## src/rtl/lb_pkg.sv

```systemverilog
package lb_pkg;
  typedef enum logic [0:0] {
    LB_LOOKUP = 1'b0,
    LB_WAIT   = 1'b1
  } lb_state_e;
endpackage

```

## src/rtl/lb_tag_array.sv

```systemverilog
module lb_tag_array #(
  parameter int DEPTH  = 8,
  parameter int ADDR_W = 32,
  localparam int IDX_W = (DEPTH > 1) ? $clog2(DEPTH) : 1
) (
  input  logic              clk,
  input  logic              rst,
  input  logic              clear,
  input  logic              wr_en,
  input  logic [IDX_W-1:0]  wr_idx,
  input  logic [ADDR_W-1:0] wr_tag,
  input  logic [ADDR_W-1:0] lk_addr,
  output logic [DEPTH-1:0]  match_vec,
  output logic [DEPTH-1:0]  valid_vec,
  output logic              hit,
  output logic [IDX_W-1:0]  hit_idx
);
  logic [ADDR_W-1:0] tag_q [DEPTH];

  for (genvar g = 0; g < DEPTH; g++) begin : g_entry
    always_ff @(posedge clk) begin
      if (rst || clear) begin
        valid_vec[g] <= 1'b0;
      end else if (wr_en && wr_idx == IDX_W'(g)) begin
        valid_vec[g] <= 1'b1;
      end
    end

    always_ff @(posedge clk) begin
      if (wr_en && wr_idx == IDX_W'(g)) begin
        tag_q[g] <= wr_tag;
      end
    end

    assign match_vec[g] = valid_vec[g] && (tag_q[g] == lk_addr);
  end

  assign hit = |match_vec;

  always_comb begin
    hit_idx = '0;
    for (int i = 0; i < DEPTH; i++) begin
      if (match_vec[i]) begin
        hit_idx = hit_idx | IDX_W'(i);
      end
    end
  end
endmodule

```

## src/rtl/lb_data_ram.sv

```systemverilog
module lb_data_ram #(
  parameter int DEPTH  = 8,
  parameter int DATA_W = 32,
  localparam int IDX_W = (DEPTH > 1) ? $clog2(DEPTH) : 1
) (
  input  logic              clk,
  input  logic              wr_en,
  input  logic [IDX_W-1:0]  wr_idx,
  input  logic [DATA_W-1:0] wr_data,
  input  logic [IDX_W-1:0]  rd_idx,
  output logic [DATA_W-1:0] rd_data
);
  logic [DATA_W-1:0] mem [DEPTH];

  always_ff @(posedge clk) begin
    if (wr_en) begin
      mem[wr_idx] <= wr_data;
    end
  end

  assign rd_data = mem[rd_idx];
endmodule

```

## src/rtl/lb_ctrl.sv

```systemverilog
module lb_ctrl
  import lb_pkg::*;
#(
  parameter int DEPTH  = 8,
  localparam int IDX_W = (DEPTH > 1) ? $clog2(DEPTH) : 1
) (
  input  logic             clk,
  input  logic             rst,
  input  logic             flush,
  input  logic             fetch_valid,
  input  logic             lookup_hit,
  input  logic             mem_req_ready,
  input  logic             mem_rsp_valid,
  output logic             fetch_ready,
  output logic             fetch_hit,
  output logic             mem_req_valid,
  output logic             capture,
  output logic             fill_en,
  output logic [IDX_W-1:0] fill_idx
);
  lb_state_e        state_q, state_d;
  logic [IDX_W-1:0] ptr_q;

  always_comb begin
    state_d       = state_q;
    fetch_ready   = 1'b0;
    fetch_hit     = 1'b0;
    mem_req_valid = 1'b0;
    capture       = 1'b0;
    fill_en       = 1'b0;
    unique case (state_q)
      LB_LOOKUP: begin
        if (fetch_valid) begin
          if (lookup_hit) begin
            fetch_ready = 1'b1;
            fetch_hit   = 1'b1;
          end else begin
            mem_req_valid = 1'b1;
            if (mem_req_ready) begin
              capture = 1'b1;
              state_d = LB_WAIT;
            end
          end
        end
      end
      LB_WAIT: begin
        if (mem_rsp_valid) begin
          fetch_ready = 1'b1;
          fill_en     = !flush;
          state_d     = LB_LOOKUP;
        end
      end
      default: state_d = LB_LOOKUP;
    endcase
  end

  always_ff @(posedge clk) begin
    if (rst) begin
      state_q <= LB_LOOKUP;
      ptr_q   <= '0;
    end else begin
      state_q <= state_d;
      if (fill_en) begin
        ptr_q <= (ptr_q == IDX_W'(DEPTH - 1)) ? '0 : ptr_q + 1'b1;
      end
    end
  end

  assign fill_idx = ptr_q;
endmodule

```

## src/rtl/fetch_loop_buf.sv

```systemverilog
module fetch_loop_buf #(
  parameter int DEPTH  = 8,
  parameter int ADDR_W = 32,
  parameter int DATA_W = 32
) (
  input  logic              clk,
  input  logic              rst,
  input  logic              flush,
  input  logic              fetch_valid,
  input  logic [ADDR_W-1:0] fetch_addr,
  output logic              fetch_ready,
  output logic [DATA_W-1:0] fetch_instr,
  output logic              fetch_hit,
  output logic              mem_req_valid,
  input  logic              mem_req_ready,
  output logic [ADDR_W-1:0] mem_req_addr,
  input  logic              mem_rsp_valid,
  input  logic [DATA_W-1:0] mem_rsp_data
);
  localparam int IDX_W = (DEPTH > 1) ? $clog2(DEPTH) : 1;

  logic [DEPTH-1:0]  match_vec;
  logic [DEPTH-1:0]  entry_valid;
  logic              lookup_hit;
  logic [IDX_W-1:0]  hit_idx;
  logic              capture;
  logic              fill_en;
  logic [IDX_W-1:0]  fill_idx;
  logic [ADDR_W-1:0] pend_tag_q;
  logic [DATA_W-1:0] ram_word;

  always_ff @(posedge clk) begin
    if (rst) begin
      pend_tag_q <= '0;
    end else if (capture) begin
      pend_tag_q <= fetch_addr;
    end
  end

  lb_tag_array #(.DEPTH(DEPTH), .ADDR_W(ADDR_W)) u_tags (
    .clk       (clk),
    .rst       (rst),
    .clear     (flush),
    .wr_en     (fill_en),
    .wr_idx    (fill_idx),
    .wr_tag    (pend_tag_q),
    .lk_addr   (fetch_addr),
    .match_vec (match_vec),
    .valid_vec (entry_valid),
    .hit       (lookup_hit),
    .hit_idx   (hit_idx)
  );

  lb_data_ram #(.DEPTH(DEPTH), .DATA_W(DATA_W)) u_words (
    .clk     (clk),
    .wr_en   (fill_en),
    .wr_idx  (fill_idx),
    .wr_data (mem_rsp_data),
    .rd_idx  (hit_idx),
    .rd_data (ram_word)
  );

  lb_ctrl #(.DEPTH(DEPTH)) u_ctrl (
    .clk           (clk),
    .rst           (rst),
    .flush         (flush),
    .fetch_valid   (fetch_valid),
    .lookup_hit    (lookup_hit),
    .mem_req_ready (mem_req_ready),
    .mem_rsp_valid (mem_rsp_valid),
    .fetch_ready   (fetch_ready),
    .fetch_hit     (fetch_hit),
    .mem_req_valid (mem_req_valid),
    .capture       (capture),
    .fill_en       (fill_en),
    .fill_idx      (fill_idx)
  );

  assign mem_req_addr = fetch_addr;
  assign fetch_instr  = fetch_hit ? ram_word : mem_rsp_data;
endmodule

```

## config.mk

```make
export PLATFORM = sky130hd
export DESIGN_NAME = fetch_loop_buf
export DESIGN_NICKNAME = d
export VERILOG_FILES = /design/src/rtl/lb_pkg.sv /design/src/rtl/lb_tag_array.sv /design/src/rtl/lb_data_ram.sv /design/src/rtl/lb_ctrl.sv /design/src/rtl/fetch_loop_buf.sv
export SDC_FILE = /design/constraint.sdc
export NUM_CORES = 1
export LEC_CHECK = 0
export BUFFER_PORTS_ARGS = -buffer_cell sky130_fd_sc_hd__buf_4
export CORE_MARGIN = 4
export CORE_UTILIZATION = 40
export DETAILED_ROUTE_END_ITERATION = 8
export PLACE_DENSITY = 0.67
export SLEW_MARGIN = 25
export SYNTH_ARGS = -nofsm -noshare
export SYNTH_HDL_FRONTEND = slang
export SYNTH_SLANG_ARGS = --single-unit
```

## constraint.sdc

```tcl
create_clock -name clk -period 3.6 [get_ports clk]
set_clock_uncertainty 0.15 [all_clocks]
set_input_delay 0 -clock clk [delete_from_list [all_inputs] [get_ports clk]]
set_output_delay 0 -clock clk [all_outputs]
set_load 0.01 [all_outputs]
```

==> metrics.md, run 1 <==
| Metric | Value |
|---|---|
| Total Wirelength | 59.7 mm |
| Max cap viols | 0 |
| Worst Path Required | 3450 ps |
| Initial core utilization | 40.5% |
| CP Launch Type | flip-flop |
| Final Setup Violations | 32 |
| CP arrival | 3650 ps |
| Dpl hpwl | 32.9 mm |
| DIE WIDTH | 248 um |
| Final Max Tran Viols | 0 |
| Synthesized area | 22,900 um^2 |
| Final min period | 3800 ps |
| Leading cell type in the layout, fill and taps excluded | edfxtp_1 |
| Worst slew margin | 33.6% |
| Bufs on Longest Clock Path | 3 |
| Most frequent cells in the layout | 512 x edfxtp_1, 181 x buf_4, 141 x xor2_1 |
| Worst R2R Start | u_tags.tag_q[0][115] |
| Overflow left after global routing | 0 |
| Status | finished, violations left |
| Setup CP Type | reg2out |
| Mean Syn Cell Area | 17.0 um^2 |
| Slowest stage delay, CP | 460 ps |
| Post-Syn Nets | 1,429 |
| Clock Latency Late Sink | 630 ps |
| Slowest CP cell | or3_4 |
| Area grow syn2layout | 26.2% |
| Crit-path max FO | 8 |
| Synth warnings | 0 |
| Static leakage | 0.00987 uW |
| Setup crit end kind | output port |
| Wirelength per Cell | 24.6 um |
| Final core utilization | 51.2% |
| Register area share after synthesis | 70.8% |
| Antenna-violating nets left | 0 |
| Fmax | 263 MHz |
| Worst vdd ir | 0.000380 V |
| Hold Crit Class | in2reg |
| Antenna violations before repair | 4 |
| Worst reg2reg path depth | 14 |
| Violated checks | setup timing |
| Layout cells sized above 1 | 29.3% |
| Core Area | 56,600 um^2 |
| FF+latch count, synth | 556 |
| Fin. Hold Viols | 0 |
| Synth Flop Type | edfxtp_1 |
| Nets | 1,701 |
| DP Area | 24,700 um^2 |
| Setup_tns | -4520 ps |
| H-tree levels | 2 |
| Via density | 5.29 |
| Number of DRC markers in iteration 0 | 1,073 |
| FFs w/ async S/R, synth | 0% |
| PwrDens | 475 nW/um^2 |
| Count of cell types in the netlist | 44 |
| Reg clk slew, reported paths | 60 ps |
| Die area | 61,300 um^2 |
| CP cell instances | xor2_1 -> nor4_1 -> buf_4 -> nand4_1 -> or3_4 -> nand4_4 -> buf_12 -> buf_12 -> buf_16 -> mux2_4 -> a221oi_2 -> o2bb2ai_2 -> buf_4 |
| RSZ-0062 raised after global routing | true |
| I/O Pins | 137 |
| TritonRoute pass-1 iters | 5 |
| GP Congestion | 0.855 |
| CTS tree | done |
| Crit. Startpoint | u_tags.tag_q[1][116] |
| Hold_sp | mem_rsp_data[16] |
| Die extent in y | 248 um |
| Vias in the first global route | 13.0k |
| Post-synth EDFFs | 512 |
| First-pass GRT wire length | 84.6 mm |
| Pre-CTS setup slack | 122 ps |
| Fin crit share | 106% |
| CTS Buf Count | 56 |
| Global Route Usage Sum | 18.6% |
| Residual DRC | 0 |
| Finished Cell Area | 29,000 um^2 |
| I/O Buffers | 136 |
| Largest net degree at the start of global routing | 38 |
| TritonCTS sink count | 556 |
| Worst Tran Pin Value | 995 ps |
| Synthesized instance count | 1,353 |
| Overall power | 13,800 uW |
| Clock root cell | clkbuf_16 |
| Rows | 87 |
| Vias | 12.9k |
| Setup ws final | -199 ps |
| Hold Path Stages | 2 |
==> flip-flops by register name, indices dropped and copies added, names as in the netlist <==
signal	cells
u_tags.valid_vec	8
pend_tag_q	32
u_tags.tag_q	256
u_ctrl.fill_idx	3
u_ctrl.state_q	1
u_words.mem	256
==> layer usage <==
metal / part of all wire (%) / GRT usage, % / vias up
li1: - / - / 5661
met1: 42 / 25.2 / 6607
met2: 49 / 30.7 / 496
met3: 7.1 / 3.74 / 93
met4: 2.6 / 5.44 / 2
met5: 0.022 / 0 / -
==> Yosys cell counts, drive strengths merged, types with 14 or more instances <==
| cell type | instances | area, um^2 |
|---|---|---|
| xor2 | 143 | 1250 |
| nand4 | 32 | 206 |
| mux2 | 64 | 721 |
| nor2b | 33 | 206 |
| nand3 | 14 | 70.1 |
| nor3 | 17 | 90.1 |
| a221oi | 32 | 280 |
| mux4 | 32 | 728 |
| dfxtp | 44 | 881 |
| mux2i | 32 | 320 |
| o2bb2ai | 32 | 280 |
| nor4 | 36 | 231 |
| xnor2 | 110 | 963 |
| nor2 | 61 | 229 |
| buf | 93 | 681 |
| edfxtp | 512 | 15400 |
==> worst paths after layout <==
| kind | to | slack (ps) |
|---|---|---|
| max reg2reg | pend_tag_q[31] | 40 |
| min reg2reg | u_tags.valid_vec[2] | 320 |
| min | u_words.mem[4][16] | 20 |
| max | fetch_instr[25] | -200 |
==> critical path: cells and delay by family (launching register included) <==
kind / cells / cell delay, ps
XOR/XNOR: 1 / 150
AO/OA/AOI/OAI: 2 / 370
AND/OR/NAND/NOR: 4 / 1090
flip-flops: 1 / 370
multiplexers: 1 / 310
buffers and inverters: 5 / 720
==> power breakdown <==
part | internal (uW) | total (uW) | switching (uW)
Clock | 3480 | 5940 | 2460
Sequential | 7070 | 7140 | 65.6
Combinational | 322 | 690 | 368
Total | 10900 | 13800 | 2890
==> metrics by stage <==
step	cells	hold slack (ps)
2_1_floorplan	1353	-58.2
3_3_place_gp	2181	89.8
3_5_place_dp	2181	97.8
4_1_cts	2412	2.28
5_1_grt	2429	20.7
6_report	2431	24.3
==> cells by family (layout without fill, tap and decap cells) <==
group | Yosys count | in the layout | synth area share, %
DFF | 556 | 556 | 70.8
xor gates and xnor gates | 253 | 253 | 9.66
and+or+nand+nor | 225 | 227 | 5.35
muxes | 128 | 128 | 7.71
buffers and inverters | 111 | 428 | 3.26
AOI/OAI and AO/OA | 74 | 74 | 2.85
adders and majority gates | 6 | 6 | 0.327
other | 0 | 3 | 0
==> area by class of cell <==
cell class	instances	area [um^2]
timing repair buffer	316	3140
multi-input combinational	688	6700
antenna	3	7.51
inverter	7	26.3
sequential	556	16300
tap	756	946
fill	4562	27600
clock buffer	75	1520
clock inverter	30	367
==> repair_timing <==
item	4_1_cts	5_1_grt
cloned	10	7
pin swaps	53	27
setup endpoints to repair	32	37
resized for setup	119	43
hold endpoints to repair	302	0
hold buffers	99	0
setup buffers	17	16
Note: power is estimated with default switching activity, not from simulation.
==> inputs of run 2 (changes only) <==
Settings changed: BUFFER_PORTS_ARGS -buffer_cell sky130_fd_sc_hd__buf_4 to -buffer_cell sky130_fd_sc_hd__buf_2, SETUP_SLACK_MARGIN set to 0.3.
==> metrics.md, run 2 (synthesis gave the netlist of run 1 again) <==
| Metric | Value |
|---|---|
| Status | finished, violations left |
| Violated checks | setup timing |
| Fmax | 262 MHz |
| Final core utilization | 49.3% |
| Number of DRC markers in iteration 0 | 1,175 |
| Worst Tran Pin Value | 982 ps |
| Overall power | 13,400 uW |
| Final Setup Violations | 32 |
| Top Registers | u_tags.tag_q: 256 flops, u_words.mem: 256 flops, pend_tag_q: 32 flops |
| DIE WIDTH | 248 um |
| Static leakage | 0.00944 uW |
| Area grow syn2layout | 21.7% |
| WHS | 95.1 ps |
| Setup ws final | -223 ps |
| Dpl hpwl | 33.7 mm |
| Die area | 61,300 um^2 |
| CTS Buf Count | 56 |
| GP Congestion | 0.848 |
| I/O Pins | 137 |
| RSZ-0062 raised after global routing | true |
| Setup crit end kind | output port |
| Clock root cell | clkbuf_16 |
| I/O Buffers | 136 |
| Overflow left after global routing | 0 |
| Footprint of the multi-input gates | 6510 um^2 |
| Core Area | 56,600 um^2 |
| Leading cell type in the layout, fill and taps excluded | edfxtp_1 |
| CP arrival | 3670 ps |
| Worst slew margin | 34.5% |
| Met2 GRT Util | 30.4% |
| PwrDens | 482 nW/um^2 |
| Die extent in y | 248 um |
| Routing usage on met3 | 3.37% |
| Setup_tns | -4470 ps |
| Non-Filler Instances | 2,407 |
| Largest net degree at the start of global routing | 38 |
| Global Route Usage Sum | 18.4% |
| Reg clk slew, reported paths | 60 ps |
| Rows | 87 |
| Initial core utilization | 40.5% |
| Most frequent cells in the layout | 512 x edfxtp_1, 143 x xor2_1, 136 x buf_2 |
| Final Max Tran Viols | 0 |
| Vias | 12.6k |
| H-tree levels | 2 |
| Final min period | 3820 ps |
| CP Launch Type | flip-flop |
| Antenna-violating nets left | 0 |
| Worst Path Required | 3450 ps |
| Via density | 5.22 |
| Clock Latency Late Sink | 590 ps |
| Crit-path max FO | 8 |
| Hold Crit Class | in2reg |
| TritonCTS sink count | 556 |
| Total Wirelength | 57.1 mm |
| Worst vdd ir | 0.000399 V |
| Layout cells sized above 1 | 28.9% |
| Antenna violations before repair | 3 |
| Vias in the first global route | 12.9k |
| Inst Count DP | 2,197 |
| Residual DRC | 0 |
| Setup CP Type | reg2out |
| TritonRoute pass-1 iters | 5 |
| Bufs on Longest Clock Path | 3 |
| GRT Max-Usage Layer | met2 |
| Wirelength per Cell | 23.7 um |
| Fin. Hold Viols | 0 |
| Fin crit share | 106% |
| Fill count | 4,718 |
| Routing usage on met1 | 25.3% |
| Max cap viols | 0 |
| First-pass GRT wire length | 83.6 mm |
| Storage cell area | 16,300 um^2 |
| R2R Setup Slk | 590 ps |
| Nets | 1,678 |
| CTS tree | done |
## run 2: cell count changes in the layout (fill, tap and decap cells not counted), sizes merged
cell          delta
dlymetal6s4s    -13
dlygate4sd3     -12
buf              +6
clkbuf           -3
clkinv           +3
and2             -2
bufinv           -2
bufbuf           +1
clkinvlp         -1
inv              -1
## run 2: worst max-delay path: stages, from the launching register on
cell and delay (ps):
edfxtp_1 380, xor2_1 160, nor4_2 440, nand3_2 220, or3_1 450, nand4_4 200
buf_12 170, buf_6 120, buf_16 130, mux2_4 310, a221oi_2 250, o2bb2ai_1 110
buf_2 150
## run 2: per-stage QoR
step,setup WS [ps],cell area [um^2]
after global routing,-345,27900
after global placement,43.9,24500
final,-223,27900
after CTS,-186,27800
after floorplan,-136,22900
after detailed placement,19.7,24500
## run 2: path summary, 6_finish.rpt
check                                      endpoint                 from  depth (start not counted)
worst min register to register  u_tags.valid_vec[5]  u_tags.valid_vec[5]                          2
worst max register to register        pend_tag_q[1]  u_tags.tag_q[1][32]                         10
worst min-delay path              u_words.mem[2][0]      mem_rsp_data[0]                          2
worst max-delay path                fetch_instr[26]  u_tags.tag_q[1][94]                         12
## run 2: per-layer routing
metal  share of wire, %  vias up
li1                   -     5615
met1                 43     6449
met2                 49      434
met3                6.5       73
met4                2.0        2
met5              0.021        -
## run 2: final cells by class
class | count | area share [%]
flip-flops and latches | 556 | 58.2
clock buffers | 75 | 5.49
well taps | 756 | 3.39
multi-input cells | 686 | 23.3
diodes | 3 | 0.0269
repair buffers | 295 | 8.52
inverters | 7 | 0.0941
clock inverters | 29 | 0.941
## run 2: where the power goes
| part | switching, uW | internal (uW) |
|---|---|---|
| combinational | 354 | 248 |
| sequential | 63.9 | 7070 |
| clock | 2380 | 3330 |
## run 2: timing repair
action,4_1_cts,5_1_grt
endpoints found under the hold margin,300,0
setup buffers,23,5
pin swaps,42,18
setup endpoints to repair,35,32
hold buffers,69,0
resized for setup,86,8
gates cloned,6,0
==> inputs of run 3 (changes only) <==
Settings changed: SETUP_SLACK_MARGIN 0.3 to 0.15.
==> metrics.md, run 3 (synthesis gave the netlist of run 1 again) <==
| Metric | Value |
|---|---|
| Residual DRC | 0 |
| WL met3 | 4.17 mm |
| Global Route Usage Sum | 18.4% |
| Layout cells sized above 1 | 29.4% |
| First-pass GRT wire length | 83.7 mm |
| Wl on met1 | 24.5 mm |
| Status | finished, violations left |
| PwrDens | 481 nW/um^2 |
| Final Max Tran Viols | 0 |
| Core Area | 56,600 um^2 |
| Clock Latency Late Sink | 590 ps |
| Vias | 12.7k |
| Most frequent cells in the layout | 512 x edfxtp_1, 143 x xor2_1, 136 x buf_2 |
| Fin. Hold Viols | 0 |
| Overflow left after global routing | 0 |
| Setup ws final | -208 ps |
| Inst Count DP | 2,197 |
| DIE WIDTH | 248 um |
| Vias in the first global route | 13.0k |
| Setup crit end kind | output port |
| Number of DRC markers in iteration 0 | 1,164 |
| Hold Crit Class | in2reg |
| Top Registers | u_tags.tag_q: 256 flops, u_words.mem: 256 flops, pend_tag_q: 32 flops |
| Max cap viols | 0 |
| Via density | 5.26 |
| Worst vdd ir | 0.000402 V |
| Met2 WL post-DR | 28.0 mm |
| Die extent in y | 248 um |
| Worst slew margin | 33.9% |
| Bufs on Longest Clock Path | 3 |
| Violated checks | setup timing |
| TritonRoute pass-1 iters | 7 |
| Static leakage | 0.00951 uW |
| H-tree levels | 2 |
| CTS tree | done |
| Antenna-violating nets left | 0 |
| I/O Buffers | 136 |
| Worst Tran Pin Value | 992 ps |
| Clock root cell | clkbuf_16 |
| Wirelength per Cell | 24.0 um |
| Reg clk slew, reported paths | 60 ps |
| Antenna violations before repair | 3 |
| TritonCTS sink count | 556 |
| Overall power | 13,500 uW |
| Die area | 61,300 um^2 |
| Total Wirelength | 57.9 mm |
| Rows | 87 |
| Final Setup Violations | 32 |
| Crit-path max FO | 8 |
| Fmax | 263 MHz |
| Setup CP Type | reg2out |
| Dpl hpwl | 33.7 mm |
| GP Congestion | 0.848 |
| RSZ-0062 raised after global routing | true |
| CP arrival | 3660 ps |
| CTS Buf Count | 56 |
| Area grow syn2layout | 22.2% |
| CP Launch Type | flip-flop |
| Leading cell type in the layout, fill and taps excluded | edfxtp_1 |
| Initial core utilization | 40.5% |
| I/O Pins | 137 |
| Highest Signal Layer | met5 |
| Final min period | 3810 ps |
| Nets | 1,688 |
| Fin crit share | 106% |
| Largest net degree at the start of global routing | 38 |
| Non-Filler Instances | 2,417 |
| Pre-CTS setup slack | 19.7 ps |
| Worst Path Required | 3450 ps |
| WHS | 98.3 ps |
-- run 3: per-layer routing --
| layer | global-route usage (%) | up-vias |
|---|---|---|
| li1 | - | 5632 |
| met1 | 25.2 | 6530 |
| met3 | 3.46 | 79 |
| met4 | 4.63 | 2 |
| met5 | 0 | - |
| met2 | 30.5 | 471 |
-- run 3: power breakdown --
group	total [uW]	internal [uW]	leakage (uW)	switching [uW]
clock network	5720	3330	0.000877	2390
logic	621	259	0.00366	362
registers	7140	7070	0.00497	63.6
total	13500	10700	0.00951	2810
-- run 3: per-stage QoR --
stage	setup TNS, ps	area (um^2)	utilization (%)
after floorplan	-17470	22900	-
after global placement	0	24500	43.3
after detailed placement	0	24500	43.3
after CTS	-4580	28000	49.5
after global routing	-8690	28000	49.5
final	-4280	28000	49.5
-- run 3: final timing paths --
path                         endpoint  depth (start not counted)  slack [ps]           startpoint
setup / recovery      fetch_instr[11]                         11        -210  u_tags.tag_q[1][68]
hold / removal     u_words.mem[7][22]                          2         100     mem_rsp_data[22]
setup reg to reg        pend_tag_q[1]                         14         340  u_tags.tag_q[1][33]
hold reg to reg   u_tags.valid_vec[5]                          2         320  u_tags.valid_vec[5]
-- run 3: area by class of cell --
cell class / instances / area (um^2)
fillers: 4687 / 28600
flip-flops and latches: 556 / 16300
multi-input cells: 686 / 6520
repair buffers: 305 / 2500
clock buffers: 75 / 1530
well taps: 756 / 946
clock inverters: 29 / 263
inverters: 7 / 26.3
diodes: 3 / 7.51
-- run 3: worst max-delay path: stages, from the launching register on --
cell,delay [ps]
edfxtp_1,380
xor2_1,170
nor4_2,420
nand3_2,210
or3_1,450
nand4_4,210
buf_4,150
buf_12,120
mux2_2,360
a221oi_4,330
o2bb2ai_2,120
buf_2,150
-- run 3: what timing repair did --
| item | CTS | global route |
|---|---|---|
| pin swaps | 42 | 22 |
| gates cloned | 6 | 2 |
| setup endpoints to repair | 34 | 50 |
| resized for setup | 86 | 18 |
| setup buffers | 23 | 13 |
| endpoints found under the hold margin | 300 | 0 |
| hold buffers | 87 | 0 |
